### config.mk
export PLATFORM = sky130hd
export DESIGN_NAME = reg_remap_unit
export DESIGN_NICKNAME = d
export VERILOG_FILES = /design/src/rtl/remap_pkg.sv /design/src/rtl/remap_table.sv /design/src/rtl/remap_resolve.sv /design/src/rtl/reg_remap_unit.sv
export SDC_FILE = /design/constraint.sdc
export NUM_CORES = 1
export LEC_CHECK = 0
export BUFFER_PORTS_ARGS = -buffer_cell sky130_fd_sc_hd__buf_2
export CAP_MARGIN = 0
export CORE_MARGIN = 1
export CORE_UTILIZATION = 45
export CTS_BUF_LIST = sky130_fd_sc_hd__clkbuf_2
export DETAILED_ROUTE_END_ITERATION = 10
export MAX_ROUTING_LAYER = met4
export SLEW_MARGIN = 10
export SYNTH_ARGS = -nofsm -noshare
export SYNTH_HDL_FRONTEND = slang
export SYNTH_SLANG_ARGS = --single-unit
### constraint.sdc
create_clock -name clk_i -period 3.29 [get_ports clk_i]
set_input_delay 0.1645 -clock clk_i [delete_from_list [all_inputs] [get_ports clk_i]]
set_output_delay 0.1645 -clock clk_i [all_outputs]
set_load 0.005 [all_outputs]
### src/rtl/remap_pkg.sv
package remap_pkg;
  localparam int unsigned KEY_W = 5;
  localparam int unsigned IDX_W = 6;
  localparam int unsigned EW_W  = 2;

  typedef struct packed {
    logic [EW_W-1:0]  elw;
    logic [IDX_W-1:0] tgt;
    logic             vec;
    logic             pk;
  } entry_t;
endpackage

### src/rtl/remap_table.sv
module remap_table
  import remap_pkg::*;
#(
  parameter int unsigned DEPTH = 1 << KEY_W
) (
  input  logic             clk_i,
  input  logic             rst_ni,
  input  logic             we_i,
  input  logic             clr_i,
  input  logic [KEY_W-1:0] wkey_i,
  input  entry_t           wdata_i,
  input  logic [KEY_W-1:0] rkey_i,
  output entry_t           rdata_o,
  output logic             ract_o
);
  entry_t           mem [DEPTH];
  logic [DEPTH-1:0] act;

  always_ff @(posedge clk_i or negedge rst_ni) begin
    if (!rst_ni) begin
      act <= '0;
      for (int i = 0; i < DEPTH; i++) mem[i] <= '0;
    end else begin
      if (we_i) mem[wkey_i] <= wdata_i;
      if (clr_i)     act <= '0;
      else if (we_i) act[wkey_i] <= 1'b1;
    end
  end

  assign rdata_o = mem[rkey_i];
  assign ract_o  = act[rkey_i];

  assert_write_sets_active_R7: assert property (@(posedge clk_i) disable iff (!rst_ni)
    (we_i && !clr_i) |=> act[$past(wkey_i)]);
  assert_clear_all_R8: assert property (@(posedge clk_i) disable iff (!rst_ni)
    clr_i |=> (act == '0));
endmodule

### src/rtl/remap_resolve.sv
module remap_resolve
  import remap_pkg::*;
(
  input  logic             act_i,
  input  entry_t           ent_i,
  input  logic [KEY_W-1:0] key_i,
  input  logic [IDX_W-1:0] offs_i,
  output logic [IDX_W-1:0] phys_o,
  output logic             wrap_o,
  output logic [EW_W-1:0]  elw_o,
  output logic             pack_o
);
  localparam logic [EW_W-1:0] ELW_DFLT = EW_W'(1);
  logic [IDX_W:0] sum;

  assign sum = {1'b0, ent_i.tgt} + {1'b0, offs_i};

  always_comb begin
    phys_o = IDX_W'(key_i);
    wrap_o = 1'b0;
    elw_o  = ELW_DFLT;
    pack_o = 1'b0;
    if (act_i) begin
      elw_o  = ent_i.elw;
      pack_o = ent_i.pk;
      if (ent_i.vec) begin
        phys_o = sum[IDX_W-1:0];
        wrap_o = sum[IDX_W];
      end else begin
        phys_o = ent_i.tgt;
      end
    end
  end
endmodule

### src/rtl/reg_remap_unit.sv
module reg_remap_unit
  import remap_pkg::*;
#(
  parameter int unsigned NUM_CLS = 2
) (
  input  logic        clk_i,
  input  logic        rst_ni,
  input  logic        cfg_we_i,
  input  logic [15:0] cfg_word_i,
  input  logic        clr_i,
  input  logic        lk_fp_i,
  input  logic [4:0]  lk_key_i,
  input  logic [5:0]  loop_offs_i,
  output logic [5:0]  phys_o,
  output logic        wrap_o,
  output logic [1:0]  elw_o,
  output logic        pack_o
);
  localparam int unsigned KEY_LO = 1;
  localparam int unsigned TGT_LO = KEY_LO + KEY_W;
  localparam int unsigned VEC_B  = TGT_LO + IDX_W;
  localparam int unsigned PK_B   = VEC_B + 1;
  localparam int unsigned EW_LO  = PK_B + 1;

  logic             w_cls;
  logic [KEY_W-1:0] w_key;
  entry_t           w_ent;
  entry_t           rd  [NUM_CLS];
  logic             ract[NUM_CLS];

  assign w_cls     = cfg_word_i[0];
  assign w_key     = cfg_word_i[TGT_LO-1:KEY_LO];
  assign w_ent.tgt = cfg_word_i[VEC_B-1:TGT_LO];
  assign w_ent.vec = cfg_word_i[VEC_B];
  assign w_ent.pk  = cfg_word_i[PK_B];
  assign w_ent.elw = cfg_word_i[EW_LO+EW_W-1:EW_LO];

  for (genvar g = 0; g < NUM_CLS; g++) begin : g_tbl
    remap_table u_tbl (
      .clk_i   (clk_i),
      .rst_ni  (rst_ni),
      .we_i    (cfg_we_i && (w_cls == 1'(g))),
      .clr_i   (clr_i),
      .wkey_i  (w_key),
      .wdata_i (w_ent),
      .rkey_i  (lk_key_i),
      .rdata_o (rd[g]),
      .ract_o  (ract[g])
    );
  end

  remap_resolve u_res (
    .act_i  (ract[lk_fp_i]),
    .ent_i  (rd[lk_fp_i]),
    .key_i  (lk_key_i),
    .offs_i (loop_offs_i),
    .phys_o (phys_o),
    .wrap_o (wrap_o),
    .elw_o  (elw_o),
    .pack_o (pack_o)
  );

  assert_wrap_below_offs_R5: assert property (@(posedge clk_i) disable iff (!rst_ni)
    wrap_o |-> (phys_o < loop_offs_i));
  assert_cleared_identity_R2: assert property (@(posedge clk_i) disable iff (!rst_ni)
    $past(clr_i) |-> (phys_o == {1'b0, lk_key_i} && !wrap_o && !pack_o));
endmodule

==> results of run 1 <==
## worst max-delay path, delay by kind of cell (launching register included)
kind,cells,cell delay (ns)
AO/OA/AOI/OAI,6,0.89
XOR/XNOR,1,0.14
adder cells (fa/ha/maj),1,0.27
buffers and inverters,2,0.23
flip-flops,1,0.41
multiplexers,3,1.14
AND/OR/NAND/NOR,2,0.27
## timing repair
item                        CTS  global route
resized for setup            33             6
hold endpoints to repair   1408             0
pin swaps                    21             0
hold buffers                 59             0
setup endpoints to repair    10            10
setup buffers                 3             2
## worst min-delay path by stage
stage	from	end	slack, ns	depth (start not counted)
after global routing	cfg_word_i[0]	g_tbl[1].u_tbl.act[24]	0.05	7
after CTS	cfg_word_i[8]	g_tbl[0].u_tbl.mem[14]	0.001	3
after global placement	rst_ni	g_tbl[0].u_tbl.mem[151]	0.16	1
after floorplan	rst_ni	g_tbl[0].u_tbl.act[0]	-0.13	0
final	cfg_word_i[4]	g_tbl[1].u_tbl.act[11]	0.20	7
after detailed placement	rst_ni	g_tbl[0].u_tbl.mem[121]	0.16	1
## sequential cells by signal, indices dropped and copies added (netlist names)
name,count
g_tbl.u_tbl.act,64
g_tbl.u_tbl.mem,640
## where the power goes
group | leakage (nW) | internal (mW) | total (mW) | switching [mW]
combinational | 6.90 | 1.72 | 3.12 | 1.40
sequential | 9.40 | 9.69 | 10.2 | 0.509
clock | 1.26 | 2.44 | 6.17 | 3.73
## cells in the final DEF, fill, tap and decap left out, types with 11 or more instances in the layout
cell type and instances:
sky130_fd_sc_hd__dfrtp_1 704, sky130_fd_sc_hd__mux2_2 647, sky130_fd_sc_hd__clkbuf_2 261, sky130_fd_sc_hd__mux4_2 184
sky130_fd_sc_hd__buf_4 183, sky130_fd_sc_hd__nor2_1 163, sky130_fd_sc_hd__dlygate4sd3_1 56, sky130_fd_sc_hd__nand2_1 44
sky130_fd_sc_hd__buf_2 33, sky130_fd_sc_hd__clkinv_1 31, sky130_fd_sc_hd__buf_12 23, sky130_fd_sc_hd__mux2i_1 21
sky130_fd_sc_hd__inv_1 21, sky130_fd_sc_hd__a21oi_1 21, sky130_fd_sc_hd__nor2b_1 19, sky130_fd_sc_hd__o21ai_0 14
sky130_fd_sc_hd__nand3_1 11
## layer usage
| metal | wire length (um) | vias up |
|---|---|---|
| met1 | 40000 | 10900 |
| met2 | 43400 | 613 |
| met5 | 0 | - |
| li1 | - | 8661 |
| met4 | 3030 | 0 |
| met3 | 5050 | 168 |
## area by class of cell
| cell class | count | area (sq um) |
|---|---|---|
| diodes | 9 | 22.5 |
| clock buffers | 261 | 1310 |
| clock inverters | 50 | 369 |
| fillers | 6047 | 34300 |
| flip-flops and latches | 704 | 17600 |
| well taps | 950 | 1190 |
| repair buffers | 304 | 2690 |
| inverters | 24 | 90.1 |
| multi-input cells | 1249 | 13900 |
## synthesized netlist by cell type, drive strengths merged (3+ instances only)
cell type	count
nor3	7
a31oi	4
and2	8
ha	6
buf	113
inv	23
nand3b	3
a22oi	9
a221oi	4
clkbuf	94
mux2	648
a21oi	27
xnor2	3
and3	6
a2111oi	4
o211ai	6
nand3	11
mux2i	23
dfrtp	704
nor4	4
nand2	45
mux4	188
nor2	164
o21ai	16
nand2b	4
a22o	3
o2111ai	6
nor2b	19
## logic make-up after synthesis
group	after synthesis	synth area share, %
compound gates	100	2.08
xor+xnor	4	0.108
fa+ha+maj	7	0.293
buf+inv	231	3.26
flops	704	54.2
mux	859	36.3
simple gates	279	3.75
## stage by stage
step	worst slack [ns]	power (mW)	util (%)	setup TNS [ns]	cells
final	-1.59	19.5	52.1	-11.43	3551
after global routing	-1.92	20.5	52.1	-13.92	3550
after CTS	-1.72	19.7	52.0	-12.91	3541
after detailed placement	-0.472	13.4	48.6	-3.07	3168
after global placement	-0.492	13.2	48.6	-3.04	3168
after floorplan	0.00753	12.2	-	0	2184
==> flow_summary.ini, run 1 <==
[clocking]
cts.reportedPaths.clkPinSlew_ns = 0.12
cts.htree.levels = 4
worstSkewPairLatency_ns = 1.34
cts_tree = yes
clock-sinks = 704
cts_inserted_buffers = 185
clock_tree.buffer_depth = 3
ctsRootBufferMaster = sky130_fd_sc_hd__clkbuf_2

[critical_path]
rr_startpoint = g_tbl[1].u_tbl.mem[137]
critical-path-slowest-cell = sky130_fd_sc_hd__mux4_2
reg2reg_depth = 2
cp-startpoint = g_tbl[1].u_tbl.mem[233]
critical_path.endpoint = phys_o[5]
critPathKind = reg -> out
critPathArrivalTime_ns = 4.72
rr_endpoint = g_tbl[1].u_tbl.mem[137]
cp_max_fo = 2
timing.reg2reg.setup_slack_ns = 1.99
crit_path_start_kind = register
cpPeakStageDelay_ns = 0.56
worst-endpoint-required_ns = 3.13
crit_path_cell_trace = mux4_2 -> mux4_2 -> nand2_2 -> a31oi_1 -> a31oi_1 -> inv_1 -> ha_1 -> a21o_1 -> a21oi_2 -> o21bai_1 -> a21oi_1 -> xnor2_1 -> mux2i_1 -> nor3_2 -> buf_2
cp-end-kind = output port

[global_routing]
gr-usage-met3_pct = 5.96
grt_start_max_net_pins = 83
grtUsageMet1_pct = 34.9
via_count_of_the_first_global_routing_pass = 21500
gr-total-overflow = 0
top_usage_layer = met2
grt_util_met2_pct = 40.2
grt_pass1_wl_um = 139000
antenna_violations_before_repair = 5
track_usage_pct = 26.5

[floorplanning]
chipHeight_um = 271
initial_core_util_pct = 45.4
core_sq_um = 71500
io_pins = 42
floorplan.die.width_um = 271
die_area_sq_um = 73200
num_rows = 98

[sta]
clock_skew_ns = 0
timing.final.setup_violations = 10
timing.fmax_mhz = 205
fin_crit_ns = 4.88
final.period_utilization_pct = 148
finalHoldViolCount = 0
timing_worst_slew_pin_value_ns = 1.28
rsz0062_at_grt = true
finalMaxSlewViolations = 0
slew_headroom_pct = 14.8
hold_slack_ns = 0.196
post-route-worst-setup-slack_ns = -1.59

[logic_synthesis]
synth_fp_nets = 2223
synth_enable_flop_cells = 0
synth.top_cells.by_area = sky130_fd_sc_hd__dfrtp_1, sky130_fd_sc_hd__mux2_2, sky130_fd_sc_hd__mux4_2, sky130_fd_sc_hd__nor2_1, sky130_fd_sc_hd__clkbuf_1
yosys_most_used_dff = sky130_fd_sc_hd__dfrtp_1
yosys.cell_types.count = 56
synth_top_area_share_pct = 54.2
synthCells = 2184
seq_area_frac_synth_pct = 54.2
synth_area_per_cell_sq_um = 14.9
mappedNetlistArea_sq_um = 32500
synth_seq_cells = 704
yosysWarnings = 0
ys_async_sr_fraction_pct = 100
yosys.area.top_type = sky130_fd_sc_hd__dfrtp_1

[place]
dp.final_hpwl_um = 60700
gp_routability_congestion = 0.896
dpl-instance-area_sq_um = 34700
io_buffer_count = 41

[drt]
ant_nets = 0
detailroute.via_count = 20300
totalWireLength_um = 91500
drt_pre_antenna_iters = 6
drt_iter0_markers = 1447
drcViolationCount = 0
route.detailed.wl_per_inst_um = 25.8
viasPerCell = 5.72

[worst_hold_path]
holdCritPathClass = in -> reg

[cells_and_area]
nets = 2507
final_area_sq_um = 37200
layout-area-overhead-vs-synth_pct = 14.6
final_layout_size_suffix_gt1_share_pct = 53.7

[run_status]
status = finished, violations left
violations_in_the_final_reports = negative setup slack

[pwr]
irDropWorstVdd_mv = 0.367
p_per_area_nw_per_um2 = 524
leakagePower_nw = 17.6

[flow_run]
max-cap-violations = 0
(Power assumes the default switching activity.)
==> inputs of run 2 (changes only) <==
--- a/config.mk
+++ b/config.mk
@@ -12,6 +12,7 @@
 export CTS_BUF_LIST = sky130_fd_sc_hd__clkbuf_2
 export DETAILED_ROUTE_END_ITERATION = 10
 export MAX_ROUTING_LAYER = met4
+export RECOVER_POWER = 50
 export SLEW_MARGIN = 10
 export SYNTH_ARGS = -nofsm -noshare
 export SYNTH_HDL_FRONTEND = slang
==> run 2 against run 1 <==
Effect of this change:
- the run ends with max-capacitance violations, max-slew violations, negative setup slack left
- via count rose by 0.48%
- non-clock buffer count did not move
- fmax rose by 0.75%
- sequential cell count did not move
- register-to-register slack barely moved
- sequential share of layout area rose by 0.23 points
- critical path type unchanged
- largest cell class unchanged
- highest routed layer unchanged
==> flow_summary.ini, run 2 (synthesis gave the netlist of run 1 again) <==
[clocking]
cts.reportedPaths.clkPinSlew_ns = 0.12
ctsRootBufferMaster = sky130_fd_sc_hd__clkbuf_2
worstSkewPairLatency_ns = 1.30
clock-sinks = 704
clock_tree.buffer_depth = 3
cts_inserted_buffers = 185
cts_tree = yes
cts.htree.levels = 4

[sta]
clock_skew_ns = 0
rsz0062_at_grt = true
final.period_utilization_pct = 147
hold_slack_ns = 0.253
finalMaxSlewViolations = 96
timing.fmax_mhz = 206
slew_headroom_pct = -24.5
timing.final.setup_violations = 10
finalHoldViolCount = 0
timing_worst_slew_pin_value_ns = 1.87
post-route-worst-setup-slack_ns = -1.56
fin_crit_ns = 4.85

[drt]
totalWireLength_um = 91600
detailroute.via_count = 20400
viasPerCell = 5.75
drcViolationCount = 0
drt_pre_antenna_iters = 5
route.detailed.wl_per_inst_um = 25.8
ant_nets = 0
drt_iter0_markers = 1447

[cells_and_area]
mostFrequentLayoutCell = sky130_fd_sc_hd__dfrtp_1
largest_register_ff_count = 640
mostFrequentLayoutCells = sky130_fd_sc_hd__dfrtp_1, sky130_fd_sc_hd__mux2_2, sky130_fd_sc_hd__clkbuf_2
nets = 2507
fill_cells = 6068
layout-area-overhead-vs-synth_pct = 14.1
layout.core_utilization_pct = 51.8
final-instance-count-excl-fill = 3551
biggestRegsByFlops = g_tbl.u_tbl.mem (640), g_tbl.u_tbl.act (64)
final_layout_size_suffix_gt1_share_pct = 53.1
most_flops_register = g_tbl.u_tbl.mem
final_area_sq_um = 37000

[run_status]
violations_in_the_final_reports = max-capacitance violations, max-slew violations, negative setup slack
status = finished, violations left

[floorplanning]
io_pins = 42
initial_core_util_pct = 45.4
core_sq_um = 71500
chipHeight_um = 271
die_area_sq_um = 73200
num_rows = 98
floorplan.die.width_um = 271

[global_routing]
grt_util_met2_pct = 40.2
grt_start_max_net_pins = 83
grtUsageMet1_pct = 34.9
gr-usage-met3_pct = 5.96
antenna_violations_before_repair = 5
grt_pass1_wl_um = 139000
via_count_of_the_first_global_routing_pass = 21500
gr-total-overflow = 0
track_usage_pct = 26.5
top_usage_layer = met2

[pwr]
leakagePower_nw = 17.4
totalPowerFinal_mw = 19.5
irDropWorstVdd_mv = 0.369
p_per_area_nw_per_um2 = 525

[place]
dp.final_hpwl_um = 60700
dpl-instance-area_sq_um = 34700
place.detailed.instances = 3168
io_buffer_count = 41
gp_routability_congestion = 0.896

[flow_run]
max-cap-violations = 2

[critical_path]
critPathKind = reg -> out
worst-endpoint-required_ns = 3.13
crit_path_cell_trace = mux4_2 -> mux4_2 -> nand2_2 -> a31oi_1 -> a31oi_1 -> inv_1 -> ha_1 -> a21o_1 -> a21oi_2 -> buf_4 -> xnor2_2 -> mux2i_2 -> a21oi_4 -> buf_6
crit_family = multiplexers
cp-end-kind = output port
critical-path-slowest-cell = sky130_fd_sc_hd__mux4_2
cpPeakStageDelay_ns = 0.57
critPathArrivalTime_ns = 4.68
crit_buf_inv = 3
crit_path_start_kind = register
cp_max_fo = 2

[worst_hold_path]
holdCritPathClass = in -> reg
run 2: cell types whose count changed in the layout (fill, tap and decap cells not counted), sizes merged:
cell,delta
clkbuf,+30
buf,-30
run 2: final cells by class:
cell class | instances | area [sq um] | share of cell area, %
well taps | 950 | 1190 | 3.21
repair buffers | 304 | 2510 | 6.77
multi-input cells | 1249 | 13900 | 37.6
clock buffers | 261 | 1310 | 3.53
diodes | 9 | 22.5 | 0.0608
clock inverters | 50 | 369 | 0.996
inverters | 24 | 90.1 | 0.243
flip-flops and latches | 704 | 17600 | 47.6
run 2: worst paths after layout:
path,from,end,slack (ns),cells past startpoint
worst max-delay path,g_tbl[1].u_tbl.mem[233],phys_o[3],-1.56,14
worst min-delay path,cfg_word_i[10],g_tbl[1].u_tbl.mem[166],0.25,3
worst max register to register,g_tbl[1].u_tbl.mem[137],g_tbl[1].u_tbl.mem[137],1.99,2
worst min register to register,g_tbl[0].u_tbl.mem[297],g_tbl[0].u_tbl.mem[297],0.50,1
max in group asynchronous,rst_ni,g_tbl[1].u_tbl.mem[146],0.12,7
min in group asynchronous,rst_ni,g_tbl[1].u_tbl.act[7],1.01,5
run 2: through the flow:
| step | TNS (ns) | worst slack (ns) |
|---|---|---|
| after detailed placement | -3.07 | -0.472 |
| after global placement | -3.04 | -0.492 |
| final | -11.03 | -1.56 |
| after CTS | -12.91 | -1.72 |
| after global routing | -27.04 | -1.90 |
| after floorplan | 0 | 0.00753 |
run 2: worst reg2reg max path: cells and delay by family, from the launching register on:
family / cells / cell delay [ns]
multiplexers: 1 / 0.25
buffers and inverters: 1 / 0.55
flip-flops: 1 / 0.39
run 2: repair_timing:
item,CTS,global route
gates resized for setup,33,6
endpoints found under the setup margin,10,10
pin swaps,21,0
setup buffers,3,2
endpoints found under the hold margin,1408,0
hold buffers,59,0
run 2: layer usage:
layer  wire length [um]  part of all wire (%)
met1              39600                    43
met2              43700                    48
met3               5400                   5.9
met4               2820                   3.1
met5                  0                     0
run 2: where the power goes:
part           switching (mW)  internal, mW  leakage, nW  total (mW)
Combinational            1.39          1.70         6.78        3.10
Clock                    3.72          2.44         1.26        6.16
Sequential              0.509          9.69         9.40        10.2
Total                    5.62          13.8         17.4        19.5
==> inputs of run 3 (changes only) <==
--- a/config.mk
+++ b/config.mk
@@ -12,6 +12,7 @@
 export CTS_BUF_LIST = sky130_fd_sc_hd__clkbuf_2
 export DETAILED_ROUTE_END_ITERATION = 10
 export MAX_ROUTING_LAYER = met4
+export PLACE_DENSITY = 0.66
 export RECOVER_POWER = 50
 export SLEW_MARGIN = 10
 export SYNTH_ARGS = -nofsm -noshare
==> constraint.sdc (replaced) <==
create_clock -name clk_i -period 4.8 [get_ports clk_i]
set_input_delay 0.24 -clock clk_i [delete_from_list [all_inputs] [get_ports clk_i]]
set_output_delay 0.24 -clock clk_i [all_outputs]
set_load 0.005 [all_outputs]
==> run 3 against run 2 <==
Effect of this change:
- the run still ends with max-capacitance violations, max-slew violations, negative setup slack left
- largest cell class unchanged
- clock skew stayed put
- largest power group unchanged
- critical endpoint is now phys_o[5]
- core utilization down 2.1 points
- sequential cell count unchanged
- register-to-register slack gained 1.6 ns
- via count is 3.2% lower
==> flow_summary.ini, run 3 (synthesis gave the netlist of run 1 again) <==
[global_routing]
grt_start_max_net_pins = 145
track_usage_pct = 25.0
grtUsageMet1_pct = 33.5
grt_pass1_wl_um = 133000
top_usage_layer = met2
antenna_violations_before_repair = 7
via_count_of_the_first_global_routing_pass = 21000
grt_util_met2_pct = 37.3
gr-usage-met3_pct = 5.36
gr-total-overflow = 0

[floorplanning]
core_sq_um = 71500
die_area_sq_um = 73200
io_pins = 42
floorplan.die.width_um = 271
chipHeight_um = 271
initial_core_util_pct = 45.4
num_rows = 98

[sta]
timing.fmax_mhz = 203
finalMaxSlewViolations = 715
timing_worst_slew_pin_value_ns = 3.53
rsz0062_at_grt = true
slew_headroom_pct = -136
post-route-worst-setup-slack_ns = -0.134
finalHoldViolCount = 0
final.period_utilization_pct = 103
timing.final.setup_violations = 4
clock_skew_ns = 0
fin_crit_ns = 4.93

[drt]
drcViolationCount = 0
route.detailed.wl_per_inst_um = 25.3
drt_iter0_markers = 1637
ant_nets = 0
detailroute.via_count = 19800
totalWireLength_um = 85800
viasPerCell = 5.83
drt_pre_antenna_iters = 7

[worst_hold_path]
holdPathEnd = g_tbl[0].u_tbl.mem[48]
holdCritStartpoint = cfg_word_i[14]
holdCritPathClass = in -> reg
holdPathStages = 4

[cells_and_area]
most_flops_register = g_tbl.u_tbl.mem
nets = 2350
fill_cells = 6134
layout.core_utilization_pct = 49.7
largest_register_ff_count = 640
mostFrequentLayoutCells = sky130_fd_sc_hd__dfrtp_1, sky130_fd_sc_hd__mux2_2, sky130_fd_sc_hd__clkbuf_2
final_layout_size_suffix_gt1_share_pct = 50.8
mostFrequentLayoutCell = sky130_fd_sc_hd__dfrtp_1
layout-area-overhead-vs-synth_pct = 9.45
biggestRegsByFlops = g_tbl.u_tbl.mem (640), g_tbl.u_tbl.act (64)
final_area_sq_um = 35500

[clocking]
clock-sinks = 704
ctsRootBufferMaster = sky130_fd_sc_hd__clkbuf_2
cts.htree.levels = 4
worstSkewPairLatency_ns = 1.31
cts.reportedPaths.clkPinSlew_ns = 0.10
cts_tree = yes
cts_inserted_buffers = 180
clock_tree.buffer_depth = 3

[critical_path]
cp-end-kind = output port
cp_max_fo = 2
reg2reg_depth = 3
timing.reg2reg.setup_slack_ns = 3.57
worst-endpoint-required_ns = 4.56
rr_endpoint = g_tbl[0].u_tbl.act[25]
critPathArrivalTime_ns = 4.69
critPathKind = reg -> out
cp-startpoint = g_tbl[1].u_tbl.mem[243]
crit_path_start_kind = register
rr_startpoint = g_tbl[0].u_tbl.act[25]

[pwr]
irDropWorstVdd_mv = 0.216
p_per_area_nw_per_um2 = 367
leakagePower_nw = 16.6

[place]
gp_routability_congestion = 0.975
io_buffer_count = 41
dpl-instance-area_sq_um = 33600
dp.final_hpwl_um = 54600

[flow_run]
max-cap-violations = 9

[run_status]
violations_in_the_final_reports = max-capacitance violations, max-slew violations, negative setup slack
status = finished, violations left
[run 3: cell count changes in the layout (fill, tap and decap cells not counted), sizes merged]
cell         before  now
dlygate4sd3      56   30
clkinv           39   44
bufinv            3    4
inv              32   26
clkbuf          292  268
clkinvlp          0    3
buf             217  106
diode             9    5
[run 3: final cells by class]
type	instances	area (sq um)	share of cell area (%)
inverters	24	90.1	0.253
diodes	5	12.5	0.0352
well taps	950	1190	3.34
multi-input cells	1249	13900	39.1
repair buffers	152	1150	3.23
clock buffers	252	1260	3.55
clock inverters	53	335	0.943
flip-flops and latches	704	17600	49.6
[run 3: worst max-delay path by stage]
stage | cells past startpoint | end | slack (ns)
3_3_place_gp | 16 | phys_o[4] | 0.32
6_report | 16 | phys_o[5] | -0.13
3_5_place_dp | 16 | phys_o[4] | 0.37
4_1_cts | 16 | phys_o[5] | -0.33
5_1_grt | 16 | phys_o[5] | -0.37
2_1_floorplan | 20 | wrap_o | 1.23
[run 3: stage by stage]
| step | instances | worst slack (ns) | hold WS [ns] | power [mW] | TNS [ns] |
|---|---|---|---|---|---|
| floorplan | 2184 | 1.23 | -0.0556 | 8.35 | 0 |
| global placement | 3043 | 0.317 | 0.327 | 8.95 | 0 |
| detailed placement | 3043 | 0.369 | 0.342 | 9.06 | 0 |
| CTS | 3383 | -0.334 | 0.0108 | 13.2 | -0.638 |
| global route | 3388 | -0.367 | 0.190 | 13.7 | -6.04 |
| finish | 3389 | -0.134 | 0.206 | 13.0 | -0.221 |
[run 3: critical path: stages, from the launching register on]
cell,delay [ns]
sky130_fd_sc_hd__dfrtp_1,0.39
sky130_fd_sc_hd__mux4_2,0.46
sky130_fd_sc_hd__mux4_2,0.52
sky130_fd_sc_hd__nand2_1,0.10
sky130_fd_sc_hd__a31oi_1,0.08
sky130_fd_sc_hd__a31oi_2,0.22
sky130_fd_sc_hd__inv_1,0.08
sky130_fd_sc_hd__ha_1,0.27
sky130_fd_sc_hd__a21o_1,0.17
sky130_fd_sc_hd__a21oi_2,0.14
sky130_fd_sc_hd__o21bai_1,0.08
sky130_fd_sc_hd__a21oi_1,0.17
sky130_fd_sc_hd__xnor2_1,0.13
sky130_fd_sc_hd__mux2i_1,0.10
sky130_fd_sc_hd__nor3_2,0.16
sky130_fd_sc_hd__buf_4,0.18
sky130_fd_sc_hd__buf_6,0.10
[run 3: where the power goes]
| group | internal [mW] | leakage (nW) | switching (mW) | total (mW) |
|---|---|---|---|---|
| clock | 1.63 | 1.20 | 2.44 | 4.07 |
| sequential | 6.64 | 9.40 | 0.352 | 6.99 |
| combinational | 1.07 | 5.98 | 0.922 | 1.99 |
[run 3: timing repair]
action                     4_1_cts  5_1_grt
pin swaps                       11        4
hold buffers                    31        0
setup buffers                    4        1
gates resized for setup         20        2
hold endpoints to repair      1408        0
setup endpoints to repair        6        5
[run 3: metal layers]
layer	wire, um	part of all wire, %	up-vias
met5	0	0	-
met4	2650	3.1	0
met3	5740	6.7	164
met2	40500	47	635
met1	36900	43	10700
li1	-	-	8307
